File: config.mk
export PLATFORM = sky130hd
export DESIGN_NAME = thyristor_fire_gen
export DESIGN_NICKNAME = d
export VERILOG_FILES = /design/src/rtl/tfg_pkg.sv /design/src/rtl/pol_sync.sv /design/src/rtl/pol_debounce.sv /design/src/rtl/fire_timer.sv /design/src/rtl/thyristor_fire_gen.sv
export SDC_FILE = /design/constraint.sdc
export NUM_CORES = 1
export LEC_CHECK = 0
export ABC_AREA = 1
export BUFFER_PORTS_ARGS = -buffer_cell sky130_fd_sc_hd__clkbuf_2
export CORE_UTILIZATION = 53
export DETAILED_ROUTE_END_ITERATION = 8
export PLACE_DENSITY = 0.87
export SKIP_CTS_REPAIR_TIMING = 1
export SLEW_MARGIN = 20
export SYNTH_ARGS = -nofsm -noshare
export SYNTH_HDL_FRONTEND = slang
export SYNTH_SLANG_ARGS = --single-unit
File: constraint.sdc
create_clock -name clk -period 1.57 [get_ports clk]
set_input_delay 0.0785 -clock clk [delete_from_list [all_inputs] [get_ports clk]]
set_output_delay 0.0785 -clock clk [all_outputs]
set_load 0.005 [all_outputs]
File: src/rtl/tfg_pkg.sv
package tfg_pkg;
  typedef struct packed {
    logic valid;
    logic positive;
  } crossing_t;
endpackage

File: src/rtl/pol_sync.sv
module pol_sync #(
  parameter int STAGES = 2
) (
  input  logic clk,
  input  logic rst,
  input  logic async_i,
  output logic sync_o
);
  logic [STAGES-1:0] stage_q;

  for (genvar i = 0; i < STAGES; i++) begin : g_stage
    if (i == 0) begin : g_first
      always_ff @(posedge clk) begin
        if (rst) stage_q[0] <= 1'b0;
        else     stage_q[0] <= async_i;
      end
    end else begin : g_next
      always_ff @(posedge clk) begin
        if (rst) stage_q[i] <= 1'b0;
        else     stage_q[i] <= stage_q[i-1];
      end
    end
  end

  assign sync_o = stage_q[STAGES-1];
endmodule

File: src/rtl/pol_debounce.sv
module pol_debounce
  import tfg_pkg::*;
#(
  parameter int DEB_LEN = 4
) (
  input  logic      clk,
  input  logic      rst,
  input  logic      level_i,
  output crossing_t crossing_o
);
  localparam int RUN_W = (DEB_LEN > 1) ? $clog2(DEB_LEN) : 1;
  localparam logic [RUN_W-1:0] RUN_LAST = RUN_W'(DEB_LEN - 1);

  logic             filt_q;
  logic [RUN_W-1:0] run_q;
  logic             rise_q, fall_q;

  always_ff @(posedge clk) begin
    if (rst) begin
      filt_q <= 1'b0;
      run_q  <= '0;
      rise_q <= 1'b0;
      fall_q <= 1'b0;
    end else begin
      rise_q <= 1'b0;
      fall_q <= 1'b0;
      if (level_i != filt_q) begin
        if (run_q == RUN_LAST) begin
          filt_q <= level_i;
          run_q  <= '0;
          rise_q <= level_i;
          fall_q <= ~level_i;
        end else begin
          run_q <= run_q + 1'b1;
        end
      end else begin
        run_q <= '0;
      end
    end
  end

  assign crossing_o.valid    = rise_q | fall_q;
  assign crossing_o.positive = rise_q;

  AST_EDGE_EXCLUSIVE: assert property (@(posedge clk) disable iff (rst)
    !(rise_q && fall_q));
  AST_RISE_FROM_HIGH: assert property (@(posedge clk) disable iff (rst)
    rise_q |-> $past(level_i));
  AST_FALL_FROM_LOW: assert property (@(posedge clk) disable iff (rst)
    fall_q |-> !$past(level_i));
endmodule

File: src/rtl/fire_timer.sv
module fire_timer
  import tfg_pkg::*;
#(
  parameter int DELAY_W = 12,
  parameter int WIDTH_W = 8
) (
  input  logic               clk,
  input  logic               rst,
  input  crossing_t          crossing_i,
  input  logic [DELAY_W-1:0] delay_i,
  input  logic [WIDTH_W-1:0] width_i,
  input  logic               inhibit_i,
  output logic               gate_pos_o,
  output logic               gate_neg_o
);
  localparam logic [DELAY_W-1:0] CNT_MAX = '1;
  localparam logic [WIDTH_W-1:0] WID_ONE = WIDTH_W'(1);

  logic [DELAY_W-1:0] cnt_q, dly_q;
  logic [WIDTH_W-1:0] wid_q, wcnt_q;
  logic               half_pos_q, fired_q, blocked_q;
  logic               gp_q, gn_q;
  logic               fire_now, gate_on;

  assign gate_on  = gp_q | gn_q;
  assign fire_now = !fired_q && !blocked_q && (cnt_q == dly_q) && (wid_q != '0);

  always_ff @(posedge clk) begin
    if (rst) begin
      cnt_q      <= '0;
      dly_q      <= '0;
      wid_q      <= '0;
      wcnt_q     <= '0;
      half_pos_q <= 1'b0;
      fired_q    <= 1'b0;
      blocked_q  <= 1'b1;
      gp_q       <= 1'b0;
      gn_q       <= 1'b0;
    end else if (crossing_i.valid) begin
      cnt_q      <= '0;
      dly_q      <= delay_i;
      wid_q      <= width_i;
      wcnt_q     <= '0;
      half_pos_q <= crossing_i.positive;
      fired_q    <= 1'b0;
      blocked_q  <= inhibit_i;
      gp_q       <= 1'b0;
      gn_q       <= 1'b0;
    end else begin
      if (cnt_q != CNT_MAX) cnt_q <= cnt_q + 1'b1;
      if (inhibit_i) begin
        blocked_q <= 1'b1;
        gp_q      <= 1'b0;
        gn_q      <= 1'b0;
      end else if (fire_now) begin
        gp_q    <= half_pos_q;
        gn_q    <= ~half_pos_q;
        fired_q <= 1'b1;
        wcnt_q  <= '0;
      end else if (gate_on) begin
        if (wcnt_q == wid_q - WID_ONE) begin
          gp_q <= 1'b0;
          gn_q <= 1'b0;
        end else begin
          wcnt_q <= wcnt_q + 1'b1;
        end
      end
    end
  end

  assign gate_pos_o = gp_q;
  assign gate_neg_o = gn_q;

  AST_ONE_CHANNEL: assert property (@(posedge clk) disable iff (rst)
    !(gp_q && gn_q));
  AST_INHIBIT_CLEARS: assert property (@(posedge clk) disable iff (rst)
    inhibit_i |=> !(gp_q || gn_q));
  AST_CROSSING_CUTS: assert property (@(posedge clk) disable iff (rst)
    crossing_i.valid |=> !(gp_q || gn_q));
  AST_RESUME_AFTER_CROSSING: assert property (@(posedge clk) disable iff (rst)
    $rose(gp_q || gn_q) |-> !$past(blocked_q));
  AST_SINGLE_FIRE: assert property (@(posedge clk) disable iff (rst)
    $rose(gp_q || gn_q) |-> !$past(fired_q));
endmodule

File: src/rtl/thyristor_fire_gen.sv
module thyristor_fire_gen
  import tfg_pkg::*;
#(
  parameter int SYNC_LEN = 2,
  parameter int DEB_LEN  = 4,
  parameter int DELAY_W  = 12,
  parameter int WIDTH_W  = 8
) (
  input  logic               clk,
  input  logic               rst,
  input  logic               line_pol_i,
  input  logic [DELAY_W-1:0] delay_i,
  input  logic [WIDTH_W-1:0] width_i,
  input  logic               inhibit_i,
  output logic               gate_pos_o,
  output logic               gate_neg_o
);
  logic      pol_sync_w;
  crossing_t crossing_w;

  pol_sync #(.STAGES(SYNC_LEN)) u_sync (
    .clk     (clk),
    .rst     (rst),
    .async_i (line_pol_i),
    .sync_o  (pol_sync_w)
  );

  pol_debounce #(.DEB_LEN(DEB_LEN)) u_deb (
    .clk        (clk),
    .rst        (rst),
    .level_i    (pol_sync_w),
    .crossing_o (crossing_w)
  );

  fire_timer #(.DELAY_W(DELAY_W), .WIDTH_W(WIDTH_W)) u_timer (
    .clk        (clk),
    .rst        (rst),
    .crossing_i (crossing_w),
    .delay_i    (delay_i),
    .width_i    (width_i),
    .inhibit_i  (inhibit_i),
    .gate_pos_o (gate_pos_o),
    .gate_neg_o (gate_neg_o)
  );
endmodule

==> impl_metrics.csv <==
group,metric,value,unit
status,status,"finished, violations left",
status,violations,"setup timing",
drt,wl,6310,um
die,initial_core_util,0.563,
worst_setup_path,crit_fanout,7,
drt,drt_first_iter_violations,176,
synth,syn_area_per_cell,7.12,um2
place,numPortBuffers,25,
die,ios,26,
worst_setup_path,reg2reg_slack,-0.07,ns
global_route,grt_first_pass_wirelength,10200,um
worst_setup_path,reg2reg_from,"u_timer.wid_q[1]",
worst_setup_path,cpMostUsedCell,"nand2_1",
power_and_ir_drop,intPower,1740,uW
sta,rsz0062_at_grt,"yes",
synth,synth-main-ff-cell,"dfxtp_1",
die,dieHeight,73.5,um
power_and_ir_drop,ir_worst_vdd,0.617,mV
layout,fin_cells,490,
worst_setup_path,crit_type,"reg -> reg",
clocking,cts_tree,"yes",
layout,drive_gt1_frac,0.267,
clocking,cts_buffer_depth,2,
power_and_ir_drop,swShare,0.225,
worst_setup_path,cp.arrival,1.82,ns
clocking,clock_tree.root_cell,"clkbuf_8",
drt,drt_first_pass_iters,5,
worst_setup_path,endpoint_kind,"flip-flop",
synth,synth_area,0.00271,mm2
drt,wl_per_cell,12.9,um
synth,async_reset_ff_frac,0,
place,hpwl,4550,um
clocking,insertion_delay,0.30,ns
power_and_ir_drop,p_leak,0.00150,uW
worst_setup_path,cpLargestDelayFamily,"simple AND/OR/NAND/NOR gates",
layout,nets,451,
worst_setup_path,cp.required,1.75,ns
hold_path,holdCritPathClass,"in -> reg",
sta,finalSetupViolations,7,
hold_path,hold_start,"inhibit_i",
synth,post-synth-top-count-cell,"nand2_1",
flow_run,drv_cap,0,
die,placeableCoreArea,0.00482,mm2
global_route,gr-usage-all-layers,0.244,
synth,synth_edf_count,0,
sta,drv_slew,0,
power_and_ir_drop,p_clk_frac,0.353,
sta,finClkSkew,0.00912,ns
global_route,antenna_found_initial,0,
global_route,grt_pass1_vias,2309,
sta,finalCritPeriodShare,1.05,
sta,fin_crit,1.64,ns
place,place_congestion,0.867,
synth,ys_warn_count,0,
sta,max_slew.worst_pin.slew,0.535,ns
sta,slew-limit-headroom,0.643,
clocking,clk_pin_slew,0.09,ns
worst_setup_path,cp-start-kind,"flip-flop",
sta,finalHoldViolCount,0,
worst_setup_path,slowest_stage,"dfxtp_2",
power_and_ir_drop,power_frac_seq,0.594,
drt,drtAntennaViolNets,0,
layout,antennaDiodeCount,0,
die,die_x,73.5,um
worst_setup_path,max_stage_delay,0.34,ns
power_and_ir_drop,switchingPower,505,uW
synth,synth_top_area_cell,"dfxtp_1",
worst_setup_path,cp_cell_sequence,"inv_2 > ha_4 > nand2_1 > nand3_2 > nand2_1 > nor2_2 > nand3_2 > o21bai_4 > nand2_4 > nand2_1 > a21oi_1",
drt,vias_per_cell,5.24,
place,preCtsSetupSlack,-0.118,ns
worst_setup_path,crit_start,"u_timer.wid_q[1]",
place,post-place-cells,480,
sta,fin_tns_setup,-0.327,ns
global_route,grt_max_degree,32,
synth,yosysSeqAreaShare,0.384,
synth,synth_nets,410,
synth,yosys-top-cells-count,"nand2_1 (71), nor2_1 (56), dfxtp_1 (52)",
clocking,cts_max_level,2,
drt,routed-via-count,2566,
die,dieArea,0.00541,mm2
synth,synth_cells,381,
layout,area_growth,19.6,%
power_and_ir_drop,power.density,691,mW/mm2
synth,synth.top_cell.area_share,0.384,
clocking,cts_buffers,5,
synth,yosysUniqueCellTypes,37,
global_route,grt_remaining_overflow,0,
sta,fin_ws,-0.0731,ns
power_and_ir_drop,power_frac_comb,0.052,
die,rows,25,
synth,ys_top_cells_by_area,"dfxtp_1 (38%), nand2_1 (9.8%), nor2_1 (7.8%)",
worst_setup_path,critPathBufInv,1,
sta,max_freq,0.609,GHz
clocking,clock_sinks,52,
synth,yosys_register_bits,52,
drt,route.detailed.drc,0,
sta,whs,0.0194,ns
## per-stage QoR
stage	util	total power (uW)	instance area, um2
global route	0.673	2330	3240
CTS	0.645	2250	3110
detailed placement	0.625	1480	3010
finish	0.673	2240	3240
global placement	0.625	1470	3010
floorplan	-	1420	2720
## state kept, by name (all words and copies together), names as in the netlist, 2 cells and up
signal	cells
u_timer.dly_q	12
u_timer.wcnt_q	8
u_timer.cnt_q	12
u_deb.run_q	2
u_timer.wid_q	8
## routing by layer
layer	global-route usage	vias to the layer above	wire length (um)
met4	0.0791	0	92
met3	0.0535	8	373
li1	-	1305	-
met1	0.328	1172	2810
met2	0.388	81	3040
met5	0	-	0
## power groups by stage
stage,sequential (uW),combinational [uW],clock (uW)
detailed placement,1370,113,0
global route,1330,129,861
CTS,1330,113,799
global placement,1360,109,0
finish,1330,118,792
floorplan,1370,53.3,0
## layout make-up
| type | count | area, um2 |
|---|---|---|
| Clock buffer | 7 | 86.3 |
| Clock inverter | 1 | 7.51 |
| Fill cell | 368 | 1570 |
| Inverter | 50 | 190 |
| Multi-Input combinational cell | 271 | 1560 |
| Sequential cell | 52 | 1060 |
| Tap cell | 67 | 83.8 |
| Timing Repair Buffer | 42 | 259 |
## tightest hold or removal path, cell delays in order
cell	delay, ns
clkbuf_2	0.10
nor2_1	0.05
nand2_1	0.05
## worst paths after layout
path / endpoint / cells past startpoint
setup / recovery: u_timer.wcnt_q[7] / 11
hold / removal: u_timer.blocked_q / 3
setup reg to reg: u_timer.wcnt_q[7] / 11
hold reg to reg: u_sync.sync_o / 2
## cell usage in the layout, fill, tap and decap left out, types with 2 or more instances in the layout
cell type   n
a21oi_1    21
a21oi_2     5
buf_4      15
clkbuf_2   25
clkbuf_8    6
dfxtp_1    42
dfxtp_2     8
dfxtp_4     2
ha_1        3
ha_4        2
inv_1      40
inv_2       9
nand2_1    63
nand2_2    11
nand2_4     3
nand3_1    15
nand3_2     7
nand3_4     2
nand3b_1    3
nand4_1     4
nor2_1     55
nor2_2      3
nor2_4      5
nor3_1      4
o21ai_0    26
o21ai_1     9
o21ai_2     2
or2_1       2
xnor2_1     6
xor2_1      9
## cell families (layout without fill, tap and decap cells)
family	after synthesis	after routing	synth area share
AND/OR/NAND/NOR	183	183	0.326
AO/OA/AOI/OAI	68	68	0.138
buffers and inverters	58	100	0.0812
flip-flops	52	52	0.384
XOR/XNOR	15	15	0.0485
adder cells (fa/ha/maj)	5	5	0.0231
Note: power is estimated with default switching activity, not from simulation.
